$ cat config.mk
export PLATFORM = sky130hd
export DESIGN_NAME = dcfd_core
export DESIGN_NICKNAME = d
export VERILOG_FILES = /design/src/rtl/dcfd_pkg.sv /design/src/rtl/dcfd_shaper.sv /design/src/rtl/dcfd_arm.sv /design/src/rtl/dcfd_div.sv /design/src/rtl/dcfd_core.sv
export SDC_FILE = /design/constraint.sdc
export NUM_CORES = 1
export LEC_CHECK = 0
export ABC_AREA = 1
export BUFFER_PORTS_ARGS = -buffer_cell sky130_fd_sc_hd__buf_2
export CAP_MARGIN = 20
export CORE_MARGIN = 2
export CORE_UTILIZATION = 63
export DETAILED_ROUTE_END_ITERATION = 7
export GPL_TIMING_DRIVEN = 0
export PLACE_DENSITY = 0.81
export SLEW_MARGIN = 20
export SYNTH_ARGS = -nofsm -noshare
export SYNTH_HDL_FRONTEND = slang
export SYNTH_HIERARCHICAL = 1
export SYNTH_SLANG_ARGS = --single-unit
export TNS_END_PERCENT = 20
$ cat constraint.sdc
create_clock -name clk_i -period 4.8 [get_ports clk_i]
set_input_delay 0.48 -clock clk_i [delete_from_list [all_inputs] [get_ports clk_i]]
set_output_delay 0.48 -clock clk_i [all_outputs]
set_load 0.005 [all_outputs]
$ cat src/rtl/dcfd_pkg.sv
package dcfd_pkg;
  localparam int SAMPLE_W = 12;
  localparam int DLY_W    = 4;   // delay 1..2**DLY_W-1
  localparam int FRAC_W   = 8;
  localparam int WIN_LEN  = 16;
  localparam int DEAD_W   = 6;
  localparam int DEAD_MIN = 4;
  localparam int TS_W     = 32;
  localparam int X_W      = SAMPLE_W + 1;  // baseline-referred value
  localparam int SHP_W    = SAMPLE_W + 2;  // shaped value
  localparam int DEN_W    = SHP_W + 1;     // s1 - s0
endpackage

$ cat src/rtl/dcfd_shaper.sv
module dcfd_shaper
  import dcfd_pkg::*;
#(
  parameter int SAMPLE_W_P = SAMPLE_W,
  parameter int DLY_W_P    = DLY_W,
  parameter int FRAC_W_P   = FRAC_W
) (
  input  logic                       clk_i,
  input  logic                       rst_ni,
  input  logic                       valid_i,
  input  logic [SAMPLE_W_P-1:0]      sample_i,
  input  logic [SAMPLE_W_P-1:0]      baseline_i,
  input  logic [DLY_W_P-1:0]         delay_i,
  input  logic [FRAC_W_P-1:0]        fraction_i,
  output logic signed [SAMPLE_W_P:0] x_o,
  output logic signed [SAMPLE_W_P+1:0] shaped_o
);
  localparam int XW    = SAMPLE_W_P + 1;
  localparam int SW    = SAMPLE_W_P + 2;
  localparam int DEPTH = (2 ** DLY_W_P) - 1;
  localparam int PW    = XW + FRAC_W_P + 1;

  logic signed [XW-1:0] hist_q [DEPTH];
  logic signed [XW-1:0] delayed;
  logic [DLY_W_P-1:0]   dsel;
  logic signed [PW-1:0] prod;
  logic signed [SW-1:0] scaled;

  assign x_o  = $signed({1'b0, baseline_i}) - $signed({1'b0, sample_i});
  assign dsel = (delay_i == '0) ? DLY_W_P'(1) : delay_i;
  assign delayed = hist_q[dsel - DLY_W_P'(1)];

  assign prod   = $signed({{(PW-XW){x_o[XW-1]}}, x_o})
                * $signed({{(PW-FRAC_W_P){1'b0}}, fraction_i});
  assign scaled = SW'(prod >>> FRAC_W_P);   // floor division by 2**FRAC_W
  assign shaped_o = $signed({{(SW-XW){delayed[XW-1]}}, delayed}) - scaled;

  always_ff @(posedge clk_i or negedge rst_ni) begin
    if (!rst_ni) begin
      for (int k = 0; k < DEPTH; k++) hist_q[k] <= '0;
    end else if (valid_i) begin
      hist_q[0] <= x_o;
      for (int k = 1; k < DEPTH; k++) hist_q[k] <= hist_q[k-1];
    end
  end
endmodule

$ cat src/rtl/dcfd_arm.sv
module dcfd_arm
  import dcfd_pkg::*;
#(
  parameter int SAMPLE_W_P = SAMPLE_W,
  parameter int WIN_LEN_P  = WIN_LEN,
  parameter int DEAD_W_P   = DEAD_W,
  parameter int DEAD_MIN_P = DEAD_MIN,
  parameter int TS_W_P     = TS_W
) (
  input  logic                         clk_i,
  input  logic                         rst_ni,
  input  logic                         valid_i,
  input  logic signed [SAMPLE_W_P:0]   x_i,
  input  logic signed [SAMPLE_W_P+1:0] shaped_i,
  input  logic [SAMPLE_W_P-1:0]        threshold_i,
  input  logic [DEAD_W_P-1:0]          dead_i,
  input  logic                         busy_i,
  output logic                         detect_o,
  output logic                         armed_o,
  output logic signed [SAMPLE_W_P+1:0] s0_o,
  output logic signed [SAMPLE_W_P+1:0] s1_o,
  output logic [TS_W_P-1:0]            coarse_o
);
  localparam int SW    = SAMPLE_W_P + 2;
  localparam int WIN_W = $clog2(WIN_LEN_P);

  logic                 armed_q;
  logic [WIN_W-1:0]     win_q;
  logic [DEAD_W_P-1:0]  dead_q, dead_load;
  logic [TS_W_P-1:0]    ts_q;
  logic signed [SW-1:0] sprev_q;
  logic                 arm_go;

  assign detect_o = valid_i && armed_q && sprev_q[SW-1] && !shaped_i[SW-1];
  assign arm_go   = valid_i && !armed_q && (dead_q == '0) && !busy_i
                 && (x_i > $signed({1'b0, threshold_i}));
  assign dead_load = (dead_i < DEAD_W_P'(DEAD_MIN_P)) ? DEAD_W_P'(DEAD_MIN_P) : dead_i;
  assign armed_o  = armed_q;
  assign s0_o     = sprev_q;
  assign s1_o     = shaped_i;
  assign coarse_o = ts_q - TS_W_P'(1);

  always_ff @(posedge clk_i or negedge rst_ni) begin
    if (!rst_ni) begin
      armed_q <= 1'b0;
      win_q   <= '0;
      dead_q  <= '0;
      ts_q    <= '0;
      sprev_q <= '0;
    end else if (valid_i) begin
      ts_q    <= ts_q + TS_W_P'(1);
      sprev_q <= shaped_i;
      if (detect_o) begin
        armed_q <= 1'b0;
        dead_q  <= dead_load;
      end else begin
        if (dead_q != '0) dead_q <= dead_q - DEAD_W_P'(1);
        if (armed_q) begin
          if (win_q == WIN_W'(WIN_LEN_P - 1)) armed_q <= 1'b0;
          win_q <= win_q + WIN_W'(1);
        end else if (arm_go) begin
          armed_q <= 1'b1;
          win_q   <= '0;
        end
      end
    end
  end
endmodule

$ cat src/rtl/dcfd_div.sv
module dcfd_div
  import dcfd_pkg::*;
#(
  parameter int SHP_W_P  = SHP_W,
  parameter int FRAC_W_P = FRAC_W,
  parameter int TS_W_P   = TS_W
) (
  input  logic                      clk_i,
  input  logic                      rst_ni,
  input  logic                      start_i,
  input  logic signed [SHP_W_P-1:0] s0_i,
  input  logic signed [SHP_W_P-1:0] s1_i,
  input  logic [TS_W_P-1:0]         coarse_i,
  output logic                      busy_o,
  output logic                      hit_o,
  output logic [TS_W_P-1:0]         coarse_o,
  output logic [FRAC_W_P-1:0]       fine_o
);
  localparam int DW    = SHP_W_P + 1;
  localparam int CNT_W = $clog2(FRAC_W_P);

  logic signed [DW-1:0] s0x, s1x, num_s, den_s;
  logic [DW-1:0]        rem_q, den_q;
  logic [DW:0]          rem2;
  logic                 ge;
  logic [FRAC_W_P-1:0]  quo_q, quo_nx;
  logic [CNT_W-1:0]     cnt_q;
  logic [TS_W_P-1:0]    coarse_q;

  assign s0x   = {s0_i[SHP_W_P-1], s0_i};
  assign s1x   = {s1_i[SHP_W_P-1], s1_i};
  assign num_s = -s0x;
  assign den_s = s1x - s0x;
  // restoring step; rem <= den holds, so num == den yields all ones (saturation)
  assign rem2   = {rem_q, 1'b0};
  assign ge     = rem2 >= {1'b0, den_q};
  assign quo_nx = {quo_q[FRAC_W_P-2:0], ge};

  always_ff @(posedge clk_i or negedge rst_ni) begin
    if (!rst_ni) begin
      busy_o   <= 1'b0;
      hit_o    <= 1'b0;
      rem_q    <= '0;
      den_q    <= '0;
      quo_q    <= '0;
      cnt_q    <= '0;
      coarse_q <= '0;
      coarse_o <= '0;
      fine_o   <= '0;
    end else begin
      hit_o <= 1'b0;
      if (start_i && !busy_o) begin
        busy_o   <= 1'b1;
        rem_q    <= $unsigned(num_s);
        den_q    <= $unsigned(den_s);
        cnt_q    <= '0;
        coarse_q <= coarse_i;
      end else if (busy_o) begin
        rem_q <= ge ? DW'(rem2 - {1'b0, den_q}) : DW'(rem2);
        quo_q <= quo_nx;
        cnt_q <= cnt_q + CNT_W'(1);
        if (cnt_q == CNT_W'(FRAC_W_P - 1)) begin
          busy_o   <= 1'b0;
          hit_o    <= 1'b1;
          fine_o   <= quo_nx;
          coarse_o <= coarse_q;
        end
      end
    end
  end
endmodule

$ cat src/rtl/dcfd_core.sv
module dcfd_core
  import dcfd_pkg::*;
(
  input  logic                clk_i,
  input  logic                rst_ni,
  input  logic                valid_i,
  input  logic [SAMPLE_W-1:0] sample_i,
  input  logic [SAMPLE_W-1:0] baseline_i,
  input  logic [SAMPLE_W-1:0] threshold_i,
  input  logic [DLY_W-1:0]    delay_i,
  input  logic [FRAC_W-1:0]   fraction_i,
  input  logic [DEAD_W-1:0]   dead_i,
  output logic                hit_o,
  output logic [TS_W-1:0]     coarse_o,
  output logic [FRAC_W-1:0]   fine_o
);
  logic signed [X_W-1:0]   x;
  logic signed [SHP_W-1:0] shaped, s0, s1;
  logic                    det, armed, div_busy;
  logic [TS_W-1:0]         coarse_det;

  dcfd_shaper u_shaper (
    .clk_i, .rst_ni, .valid_i, .sample_i, .baseline_i, .delay_i, .fraction_i,
    .x_o(x), .shaped_o(shaped)
  );

  dcfd_arm u_arm (
    .clk_i, .rst_ni, .valid_i, .x_i(x), .shaped_i(shaped), .threshold_i, .dead_i,
    .busy_i(div_busy), .detect_o(det), .armed_o(armed), .s0_o(s0), .s1_o(s1),
    .coarse_o(coarse_det)
  );

  dcfd_div u_div (
    .clk_i, .rst_ni, .start_i(det), .s0_i(s0), .s1_i(s1), .coarse_i(coarse_det),
    .busy_o(div_busy), .hit_o, .coarse_o, .fine_o
  );
endmodule

==> results.yml, run 1 <==
sta:
  maxSlewHeadroom: 0.560
  holdWs_ns: 0.189
  tightestPinTransition_ns: 0.661
  report.final.hold_viol_count: 0
  grt_setup_unrepaired: "true"
  fin_skew_ns: 0.0311
  setup_violations: 91
  min_period_over_period: 1.51
  min_period_ns: 7.25
  final.setup.worst_slack_ns: -2.45
  maxClockFrequency_mhz: 138
  final-max-slew-violation-count: 0
clock_tree:
  cts_inserted_buffers: 40
  cts_max_path_buffers: 3
  worstSkewPairLatency_ns: 0.58
  root_buffer: "sky130_fd_sc_hd__clkbuf_16"
  htree_num_levels: 2
  clock_tree_from_tritoncts: "done"
  cts_num_sinks: 366
  clk_pin_slew_worst_paths_ns: 0.06
synth:
  ys_seq_area_frac: 0.367
  synth_enable_flop_cells: 0
  synth_commonest_cells: "sky130_fd_sc_hd__nand2_1 (947), sky130_fd_sc_hd__inv_1 (492), sky130_fd_sc_hd__dfrtp_1 (366), sky130_fd_sc_hd__o21ai_0 (332), sky130_fd_sc_hd__nor2_1 (222)"
  synth-async-reset-ratio: 1.00
  synthesis.area_um2: 24900
  ys_warn_count: 6
  synthesis.instances: 3307
  synthDominantCellAreaShare: 0.367
  synth_fp_nets: 3565
  mean_instance_size_in_the_synthesized_netlist_um2: 7.54
  distinct_cells_synth: 61
  top_post_synthesis_cells_by_area: "sky130_fd_sc_hd__dfrtp_1 (37%), sky130_fd_sc_hd__nand2_1 (14%), sky130_fd_sc_hd__inv_1 (7.4%)"
  primary_ff_master_synth: "sky130_fd_sc_hd__dfrtp_1"
  post-synth-top-count-cell: "sky130_fd_sc_hd__nand2_1"
  netlist.top_cell.by_area: "sky130_fd_sc_hd__dfrtp_1"
  ys_seq_elements: 366
worst_setup_path:
  buf_inv_stages_crit_path: 12
  worst_setup_path_startpoint: "sample_i[7]"
  crit_path_end: "u_div/rem_q[10]"
  path_class: "in -> reg"
  crit_arrival_ns: 7.73
  worst-r2r-cell-count: 23
  worstPathRequired_ns: 5.28
  setup.reg_to_reg.worst_slack_ns: 1.05
  cp_max_fo: 7
  reg2reg_from: "u_shaper/hist_q[0]"
  critical-path-top-delay-family: "adder cells"
  cpPeakStageDelay_ns: 0.54
  worst_setup_path_start_kind: "input port"
  worst_r2r_endpoint: "u_div/den_q[13]"
  cp_num_cells: 43
  end_kind: "flip-flop"
  timing.critical_path.mode_cell: "sky130_fd_sc_hd__inv_1"
  worst_path_max_delay_cell: "sky130_fd_sc_hd__fa_1"
detailed_routing:
  postRouteWirelength_mm: 74.0
  post_route_drc: 0
  drtAntennaViolNets: 0
  dr.pass1.iters: 6
  detailedRoute.firstIterationViolations: 2177
  via_count: 23600
  via_per_inst: 5.77
  routedWlPerCell_um: 18.1
run:
  maxCapViolCount: 0
die:
  die_area_um2: 41200
  initial_utilization: 0.642
  coreArea_um2: 38800
  boundaryPins: 98
  std_cell_rows: 72
  floorplan.die.height_um: 203
  chipWidth_um: 203
final_layout:
  post_layout_nonfiller_instances: 4089
  antenna_cells: 0
  drive_above_1_share: 0.196
  synthToLayoutAreaGrowth_pct: 21.1
  design.final.nets: 3800
placement:
  gp_congestion: 0.967
  io_buffers: 97
  post-place-cells: 3926
  detailedPlacementHpwl_mm: 51.8
run_status:
  run_status: "finished with violations"
  violated_checks: "negative setup slack"
grt:
  grt_max_degree: 99
  grt.overflow.total: 0
  grt_pass1_wl_mm: 117
  number_of_antenna_violations_at_the_first_check_in_global_routing: 0
  grt_pass1_vias: 23500
  grtUsageTotal: 0.353
min_path:
  hold_path_class: "in -> reg"
state kept, by name, indices dropped and copies added, names as in the netlist:
register / cells
u_shaper/hist_q: 195
u_arm/ts_q: 32
u_div/coarse_o: 32
u_div/coarse_q: 32
u_div/den_q: 15
u_div/rem_q: 15
u_arm/s0_o: 14
u_div/fine_o: 8
u_div/quo_q: 7
u_arm/dead_q: 6
u_arm/win_q: 4
u_div/cnt_q: 3
u_arm/armed_o: 1
u_div/busy_o: 1
u_div/hit_o: 1
timing repair:
item / 4_1_cts / 5_1_grt
pin swaps: 97 / 100
endpoints found under the hold margin: 37 / 0
gates cloned: 5 / 0
endpoints found under the setup margin: 91 / 91
hold buffers: 1 / 0
resized for setup: 223 / 203
buffers inserted: 57 / 31
logic make-up (layout without fill, tap and decap cells):
group	after synthesis	count (layout)	share of synthesized area
flops	366	366	0.367
buf+inv	642	906	0.105
simple gates	1479	1479	0.250
xor+xnor	88	88	0.0318
fa+ha+maj	201	201	0.127
compound gates	531	531	0.120
how the worst min path moves through the flow:
stage	startpoint	endpoint	slack, ns	depth (start not counted)
2_1_floorplan	rst_ni	u_arm/armed_o	0.18	0
3_3_place_gp	u_shaper/hist_q[38]	u_shaper/hist_q[25]	0.46	2
3_5_place_dp	rst_ni	u_div/coarse_o[17]	0.38	1
4_1_cts	dead_i[5]	u_arm/dead_q[5]	0.18	3
5_1_grt	dead_i[5]	u_arm/dead_q[5]	0.19	3
6_report	dead_i[5]	u_arm/dead_q[5]	0.19	3
layout make-up:
class                   instances  area (um^2)
repair buffers                195         1500
flip-flops and latches        366         9160
well taps                     518          648
inverters                     505         1940
multi-input cells            2299        14800
plain buffers                 135          828
clock inverters                13          211
fillers                      2696         8630
clock buffers                  58         1150
cell usage in the layout, fill, tap and decap left out, drive strengths merged, types with 41 or more instances in the layout:
cell | Yosys | final
buf | 59 | 256
a21oi | 106 | 106
clkbuf | 78 | 131
xor2 | 61 | 61
o211ai | 41 | 41
dfrtp | 366 | 366
nand2 | 970 | 970
fa | 87 | 87
o21ai | 346 | 346
ha | 114 | 114
nor2 | 245 | 245
nand3 | 191 | 191
inv | 502 | 503
worst reg2reg max path: stages, from the launching register on:
cell and delay (ns):
sky130_fd_sc_hd__dfrtp_1 0.32, sky130_fd_sc_hd__inv_1 0.04, sky130_fd_sc_hd__o311ai_0 0.32, sky130_fd_sc_hd__nand3_1 0.12
sky130_fd_sc_hd__nand2_1 0.10, sky130_fd_sc_hd__inv_1 0.07, sky130_fd_sc_hd__ha_4 0.18, sky130_fd_sc_hd__fa_1 0.44
sky130_fd_sc_hd__o21ai_2 0.16, sky130_fd_sc_hd__nand2_1 0.09, sky130_fd_sc_hd__nand2_2 0.10, sky130_fd_sc_hd__a21oi_4 0.07
sky130_fd_sc_hd__o21ai_4 0.20, sky130_fd_sc_hd__xor2_2 0.19, sky130_fd_sc_hd__buf_4 0.15, sky130_fd_sc_hd__ha_4 0.21
sky130_fd_sc_hd__a21o_1 0.19, sky130_fd_sc_hd__nor2_2 0.16, sky130_fd_sc_hd__nor2_1 0.07, sky130_fd_sc_hd__nor2_2 0.14
sky130_fd_sc_hd__nand2_1 0.07, sky130_fd_sc_hd__nand2_1 0.07, sky130_fd_sc_hd__nand3_2 0.09, sky130_fd_sc_hd__nand2_1 0.10
routing by layer:
metal,vias up,part of all wire,track usage
li1,10900,-,-
met1,11300,0.39,0.450
met2,1150,0.49,0.605
met3,284,0.073,0.0515
met4,0,0.049,0.151
met5,-,0,0
per-stage QoR:
step / utilization / worst slack [ns] / instance area [um^2] / TNS, ns
2_1_floorplan: - / -2.28 / 25200 / -180.75
3_3_place_gp: 0.679 / -3.66 / 26400 / -1568.43
3_5_place_dp: 0.682 / -3.79 / 26500 / -302.49
4_1_cts: 0.753 / -2.25 / 29300 / -170.52
5_1_grt: 0.778 / -2.75 / 30200 / -217.34
6_report: 0.778 / -2.45 / 30200 / -192.94
Power of run 1 is left out: the tool's default activity adds up to more than one toggle a clock period on the data nets, which glitch-free logic cannot reach.
==> run 2: changes to the inputs <==
--- a/config.mk
+++ b/config.mk
@@ -5,7 +5,6 @@
 export SDC_FILE = /design/constraint.sdc
 export NUM_CORES = 1
 export LEC_CHECK = 0
-export ABC_AREA = 1
 export BUFFER_PORTS_ARGS = -buffer_cell sky130_fd_sc_hd__buf_2
 export CAP_MARGIN = 20
 export CORE_MARGIN = 2
@@ -13,6 +12,7 @@
 export DETAILED_ROUTE_END_ITERATION = 7
 export GPL_TIMING_DRIVEN = 0
 export PLACE_DENSITY = 0.81
+export REMOVE_ABC_BUFFERS = 1
 export SLEW_MARGIN = 20
 export SYNTH_ARGS = -nofsm -noshare
 export SYNTH_HDL_FRONTEND = slang
==> run 2 against run 1 <==
Compared with the run above:
- the run still ends with negative setup slack left
- fmax down 12%
- hold slack got worse by 0.034 ns
- final cell count down 30%
- count of clock-buffer cells in the layout shrank 2
- non-clock buffer count decreased by 133
- critical endpoint is now u_div/den_q[13]
- register-to-register slack got worse by 0.88 ns
- setup slack got worse by 0.98 ns
- synthesized cell count fell by 32%
==> results.yml, run 2 <==
run_status:
  run_status: "finished with violations"
  violated_checks: "negative setup slack"
worst_setup_path:
  worst-r2r-cell-count: 22
  cp_max_fo: 8
  crit_arrival_ns: 8.67
  reg2reg_from: "u_shaper/hist_q[169]"
  crit_path_end: "u_div/den_q[13]"
  worst_path_max_delay_cell: "sky130_fd_sc_hd__fa_1"
  worst_setup_path_startpoint: "baseline_i[0]"
  worstPathRequired_ns: 5.24
  worst_r2r_endpoint: "u_div/den_q[13]"
  worst_setup_path_start_kind: "input port"
  end_kind: "flip-flop"
  cpPeakStageDelay_ns: 0.59
  timing.critical_path.mode_cell: "sky130_fd_sc_hd__fa_1"
  path_class: "in -> reg"
  setup.reg_to_reg.worst_slack_ns: 0.17
placement:
  io_buffers: 97
  gp_congestion: 0.854
  detailedPlacementHpwl_mm: 34.2
  dpl_cell_area_um2: 24500
clock_tree:
  cts_max_path_buffers: 3
  cts_inserted_buffers: 39
  htree_num_levels: 2
  root_buffer: "sky130_fd_sc_hd__clkbuf_16"
  clock_tree_from_tritoncts: "done"
  clk_pin_slew_worst_paths_ns: 0.06
  worstSkewPairLatency_ns: 0.56
  cts_num_sinks: 366
detailed_routing:
  routedWlPerCell_um: 19.6
  post_route_drc: 0
  detailedRoute.firstIterationViolations: 1087
  via_per_inst: 6.15
  via_count: 17700
  postRouteWirelength_mm: 56.3
  dr.pass1.iters: 5
  drtAntennaViolNets: 0
synth:
  synth-async-reset-ratio: 1.00
  synthDominantCellAreaShare: 0.389
  synthesis.instances: 2254
  ys_warn_count: 6
  ys_seq_elements: 366
  synth_enable_flop_cells: 0
  distinct_cells_synth: 92
  top_post_synthesis_cells_by_area: "sky130_fd_sc_hd__dfrtp_1 (39%), sky130_fd_sc_hd__mux2_2 (12%), sky130_fd_sc_hd__fa_1 (7.4%)"
  mean_instance_size_in_the_synthesized_netlist_um2: 10.4
  synth_commonest_cells: "sky130_fd_sc_hd__dfrtp_1 (366), sky130_fd_sc_hd__nand2_1 (287), sky130_fd_sc_hd__mux2_2 (254), sky130_fd_sc_hd__inv_1 (208), sky130_fd_sc_hd__ha_1 (114)"
  ys_seq_area_frac: 0.389
  netlist.top_cell.by_area: "sky130_fd_sc_hd__dfrtp_1"
  primary_ff_master_synth: "sky130_fd_sc_hd__dfrtp_1"
  post-synth-top-count-cell: "sky130_fd_sc_hd__dfrtp_1"
  synthesis.area_um2: 23500
sta:
  grt_setup_unrepaired: "true"
  min_period_ns: 8.23
  final-max-slew-violation-count: 0
  min_period_over_period: 1.71
  fin_skew_ns: 0.0269
  setup_violations: 91
  setup_total_neg_slack_ns: -275.44
  final.setup.worst_slack_ns: -3.43
  report.final.hold_viol_count: 0
  maxClockFrequency_mhz: 122
  maxSlewHeadroom: 0.208
  tightestPinTransition_ns: 1.18
grt:
  grtUsageTotal: 0.285
  number_of_antenna_violations_at_the_first_check_in_global_routing: 0
  grt.overflow.total: 0
  grt_pass1_wl_mm: 90.0
  grt_pass1_vias: 18600
  grt_max_degree: 114
final_layout:
  multiInputGateArea_um2: 14100
  antenna_cells: 0
  fillCellCount: 2137
  top_register: "u_shaper/hist_q"
  largest_register_ff_count: 195
  post_route_cell_area_um2: 27800
  synthToLayoutAreaGrowth_pct: 18.1
  most_frequent_standard_cell_in_the_layout_excluding_fill_and_tap_cells: "sky130_fd_sc_hd__dfrtp_1"
  drive_above_1_share: 0.307
  sequential_cell_area_um2: 9160
  final_core_util: 0.757
  top_library_cells_by_usage_in_the_layout_fill_and_taps_aside: "sky130_fd_sc_hd__dfrtp_1 (365), sky130_fd_sc_hd__mux2_2 (254), sky130_fd_sc_hd__nand2_1 (240)"
  design.final.nets: 2634
run:
  maxCapViolCount: 0
die:
  std_cell_rows: 70
  die_area_um2: 38900
  initial_utilization: 0.641
  coreArea_um2: 36700
  boundaryPins: 98
  chipWidth_um: 197
  floorplan.die.height_um: 197
min_path:
  hp-start: "dead_i[0]"
  hold_path_class: "in -> reg"
  number_of_cells_on_the_worst_hold_path: 3
-- run 2: through the flow --
| stage | hold WS, ns | cells | setup WS [ns] |
|---|---|---|---|
| after global routing | 0.158 | 2875 | -3.64 |
| after detailed placement | 0.408 | 2721 | -6.67 |
| after floorplan | 0.184 | 2136 | -7.75 |
| final | 0.155 | 2875 | -3.43 |
| after CTS | 0.140 | 2859 | -3.20 |
| after global placement | 0.455 | 2701 | -14.49 |
-- run 2: worst min-delay path by stage --
stage / to / slack [ns]
CTS: u_arm/dead_q[0] / 0.14
global route: u_arm/dead_q[1] / 0.16
global placement: u_div/coarse_q[10] / 0.45
floorplan: u_arm/armed_o / 0.18
detailed placement: u_arm/dead_q[0] / 0.41
finish: u_arm/dead_q[0] / 0.15
-- run 2: what timing repair did --
action / 4_1_cts / 5_1_grt
resized for setup: 149 / 105
pin swaps: 78 / 62
setup buffers: 59 / 16
gates cloned: 6 / 2
hold buffers: 1 / 0
endpoints found under the setup margin: 91 / 91
endpoints found under the hold margin: 44 / 0
-- run 2: kinds of logic after synthesis --
kind of cell | count (synthesis) | share of synthesized area
AND/OR/NAND/NOR | 619 | 0.129
flip-flops | 366 | 0.389
buffers and inverters | 327 | 0.0579
multiplexers | 321 | 0.158
AO/OA/AOI/OAI | 297 | 0.0857
adder cells (fa/ha/maj) | 201 | 0.135
XOR/XNOR | 123 | 0.0458
-- run 2: layout make-up --
| cell class | count | area share |
|---|---|---|
| multi-input cells | 1562 | 0.508 |
| flip-flops and latches | 366 | 0.330 |
| repair buffers | 197 | 0.0627 |
| clock buffers | 56 | 0.0410 |
| inverters | 209 | 0.0287 |
| well taps | 468 | 0.0211 |
| clock inverters | 16 | 0.00874 |
| repair inverters | 1 | 0.000270 |
-- run 2: critical path: cells and delay by family --
family          cells  cell delay [ns]
fa+ha+maj           9             3.64
compound gates     13             2.36
buf+inv             9             0.87
simple gates        7             0.82
xor+xnor            3             0.48
-- run 2: metal layers --
metal	GRT usage	vias to the layer above	part of all wire	routed length (um)
li1	-	7963	-	-
met3	0.0389	192	0.043	2450
met4	0.120	0	0.045	2540
met2	0.507	590	0.52	29100
met5	0	-	0	0
met1	0.348	8950	0.39	22200
Power of run 2 is left out for the same reason.
==> run 3: changes to the inputs <==
--- a/config.mk
+++ b/config.mk
@@ -16,6 +16,5 @@
 export SLEW_MARGIN = 20
 export SYNTH_ARGS = -nofsm -noshare
 export SYNTH_HDL_FRONTEND = slang
-export SYNTH_HIERARCHICAL = 1
 export SYNTH_SLANG_ARGS = --single-unit
 export TNS_END_PERCENT = 20
==> run 3 against run 2 <==
Compared with the run above:
- the flow still finishes with violations (negative setup slack)
- count of clock-buffer cells in the layout did not move
- register-to-register slack got worse by 0.36 ns
- setup slack got worse by 0.52 ns
- die area fell by 3.8%
- critical path depth fell by 1
- synthesized cell count fell by 9.8%
- routed wire length rose by 1.0%
- hold slack improved by 0.026 ns
==> results.yml, run 3 <==
placement:
  detailedPlacementHpwl_mm: 32.1
  io_buffers: 97
  gp_congestion: 0.874
  post-place-cells: 2520
detailed_routing:
  postRouteWirelength_mm: 56.9
  routedWlPerCell_um: 21.3
  via_per_inst: 6.28
  met3_wirelength_mm: 3.64
  highest_layer: "met4"
  detailroute.wirelength.met2_mm: 28.1
  drtAntennaViolNets: 0
  wl_met1_mm: 21.7
  via_count: 16800
  dr.pass1.iters: 7
  post_route_drc: 0
  detailedRoute.firstIterationViolations: 1264
final_layout:
  synthToLayoutAreaGrowth_pct: 18.3
  post_layout_nonfiller_instances: 2669
  antenna_cells: 0
  top_register: "u_shaper.hist_q"
  most_frequent_standard_cell_in_the_layout_excluding_fill_and_tap_cells: "sky130_fd_sc_hd__dfrtp_1"
  largest_register_ff_count: 195
  drive_above_1_share: 0.321
  design.final.nets: 2441
  top_library_cells_by_usage_in_the_layout_fill_and_taps_aside: "sky130_fd_sc_hd__dfrtp_1 (365), sky130_fd_sc_hd__mux2_2 (241), sky130_fd_sc_hd__inv_1 (195)"
  final_core_util: 0.754
clock_tree:
  cts_num_sinks: 366
  root_buffer: "sky130_fd_sc_hd__clkbuf_16"
  cts_max_path_buffers: 3
  clock_tree_from_tritoncts: "done"
  htree_num_levels: 2
  cts_inserted_buffers: 38
  worstSkewPairLatency_ns: 0.54
  clk_pin_slew_worst_paths_ns: 0.06
synth:
  synthesis.instances: 2032
  mean_instance_size_in_the_synthesized_netlist_um2: 11.1
  top_post_synthesis_cells_by_area: "sky130_fd_sc_hd__dfrtp_1 (40%), sky130_fd_sc_hd__mux2_2 (12%), sky130_fd_sc_hd__fa_1 (7.7%)"
  ys_warn_count: 0
  primary_ff_master_synth: "sky130_fd_sc_hd__dfrtp_1"
  synthDominantCellAreaShare: 0.405
  post-synth-top-count-cell: "sky130_fd_sc_hd__dfrtp_1"
  ys_seq_elements: 366
  synth_enable_flop_cells: 0
  synthesis.area_um2: 22600
  distinct_cells_synth: 67
  ys_seq_area_frac: 0.405
  netlist.top_cell.by_area: "sky130_fd_sc_hd__dfrtp_1"
  synth-async-reset-ratio: 1.00
  synth_commonest_cells: "sky130_fd_sc_hd__dfrtp_1 (366), sky130_fd_sc_hd__mux2_2 (241), sky130_fd_sc_hd__inv_1 (202), sky130_fd_sc_hd__nand2_1 (179), sky130_fd_sc_hd__ha_1 (114)"
grt:
  grt_pass1_wl_mm: 83.4
  grt.overflow.total: 0
  grtUsageTotal: 0.271
  grt_max_degree: 109
  number_of_antenna_violations_at_the_first_check_in_global_routing: 0
  grt_pass1_vias: 16900
sta:
  fin_skew_ns: 0.0216
  min_period_ns: 8.75
  final.setup.worst_slack_ns: -3.95
  tightestPinTransition_ns: 1.11
  holdWs_ns: 0.181
  maxClockFrequency_mhz: 114
  min_period_over_period: 1.82
  setup_total_neg_slack_ns: -316.39
  maxSlewHeadroom: 0.258
  setup_violations: 91
  report.final.hold_viol_count: 0
  final-max-slew-violation-count: 0
  grt_setup_unrepaired: "true"
min_path:
  hold_path_class: "in -> reg"
  number_of_cells_on_the_worst_hold_path: 2
  worstHoldEndpoint: "u_arm.dead_q[4]"
  hp-start: "dead_i[4]"
worst_setup_path:
  worst-r2r-cell-count: 21
  end_kind: "flip-flop"
  critical-path-top-delay-family: "adder cells"
  worst_setup_path_start_kind: "input port"
  timing.critical_path.mode_cell: "sky130_fd_sc_hd__fa_1"
  setup.reg_to_reg.worst_slack_ns: -0.19
  worst_r2r_endpoint: "u_div.den_q[13]"
  crit_arrival_ns: 9.20
  reg2reg_from: "u_shaper.hist_q[182]"
  path_class: "in -> reg"
  worstPathRequired_ns: 5.25
  cpPeakStageDelay_ns: 0.64
  cp_max_fo: 4
  worst_path_max_delay_cell: "sky130_fd_sc_hd__fa_1"
  buf_inv_stages_crit_path: 6
die:
  coreArea_um2: 35500
  floorplan.die.height_um: 193
  std_cell_rows: 69
  initial_utilization: 0.637
  boundaryPins: 98
  chipWidth_um: 193
  die_area_um2: 37400
run:
  maxCapViolCount: 0
run_status:
  violated_checks: "negative setup slack"
  run_status: "finished with violations"
[run 3: worst max-delay path by stage]
stage,slack [ns],cells past startpoint,endpoint,start
2_1_floorplan,-5.68,19,u_div.den_q[1],delay_i[3]
3_3_place_gp,-10.43,20,u_div.den_q[1],delay_i[2]
3_5_place_dp,-5.21,41,u_div.den_q[14],sample_i[0]
4_1_cts,-3.33,43,u_div.den_q[12],sample_i[1]
5_1_grt,-4.10,40,u_div.den_q[13],baseline_i[0]
6_report,-3.95,40,u_div.den_q[13],baseline_i[0]
[run 3: through the flow]
step           cell area [um^2]  setup slack, ns
3_3_place_gp              23400           -10.43
2_1_floorplan             22300            -5.68
6_report                  26800            -3.95
3_5_place_dp              23700            -5.21
5_1_grt                   26800            -4.10
4_1_cts                   26100            -3.33
[run 3: cell families (layout without fill, tap and decap cells)]
logic type	Yosys count	in the layout	synth area share
AOI/OAI and AO/OA	246	246	0.0655
buffers and inverters	288	462	0.0490
xor gates and xnor gates	131	131	0.0517
muxes	333	333	0.189
and+or+nand+nor	467	469	0.0999
adders and majority gates	201	201	0.140
DFF	366	366	0.405
[run 3: worst reg2reg max path: stages, from the launching register on]
cell	delay, ns
sky130_fd_sc_hd__dfrtp_1	0.43
sky130_fd_sc_hd__mux4_2	0.46
sky130_fd_sc_hd__mux4_2	0.47
sky130_fd_sc_hd__inv_1	0.14
sky130_fd_sc_hd__ha_1	0.20
sky130_fd_sc_hd__inv_1	0.06
sky130_fd_sc_hd__fa_1	0.43
sky130_fd_sc_hd__a21o_1	0.21
sky130_fd_sc_hd__a21oi_2	0.18
sky130_fd_sc_hd__inv_2	0.07
sky130_fd_sc_hd__a21oi_4	0.17
sky130_fd_sc_hd__buf_4	0.14
sky130_fd_sc_hd__o21ai_2	0.09
sky130_fd_sc_hd__a21oi_2	0.30
sky130_fd_sc_hd__xnor2_4	0.15
sky130_fd_sc_hd__ha_4	0.19
sky130_fd_sc_hd__buf_4	0.15
sky130_fd_sc_hd__nor3_1	0.33
sky130_fd_sc_hd__nor4b_2	0.11
sky130_fd_sc_hd__o21a_1	0.22
sky130_fd_sc_hd__o21a_1	0.19
sky130_fd_sc_hd__o31ai_2	0.18
[run 3: layout make-up]
cell class,instances,area [um^2]
multi-input cells,1380,13500
flip-flops and latches,366,9160
fillers,2035,8720
repair buffers,189,1580
clock buffers,56,1120
inverters,207,797
well taps,461,577
clock inverters,9,67.6
repair inverters,1,8.76
[run 3: metal layers]
layer,vias to the layer above,track usage
li1,7287,-
met1,8387,0.341
met2,776,0.467
met3,300,0.0425
met4,0,0.116
met5,-,0
[run 3: timing repair]
action | 4_1_cts | 5_1_grt
setup buffers | 64 | 13
endpoints found under the hold margin | 55 | 0
gates cloned | 1 | 6
pin swaps | 81 | 67
endpoints found under the setup margin | 91 | 91
gates resized for setup | 137 | 143
hold buffers | 1 | 0
Power of run 3 is left out for the same reason.
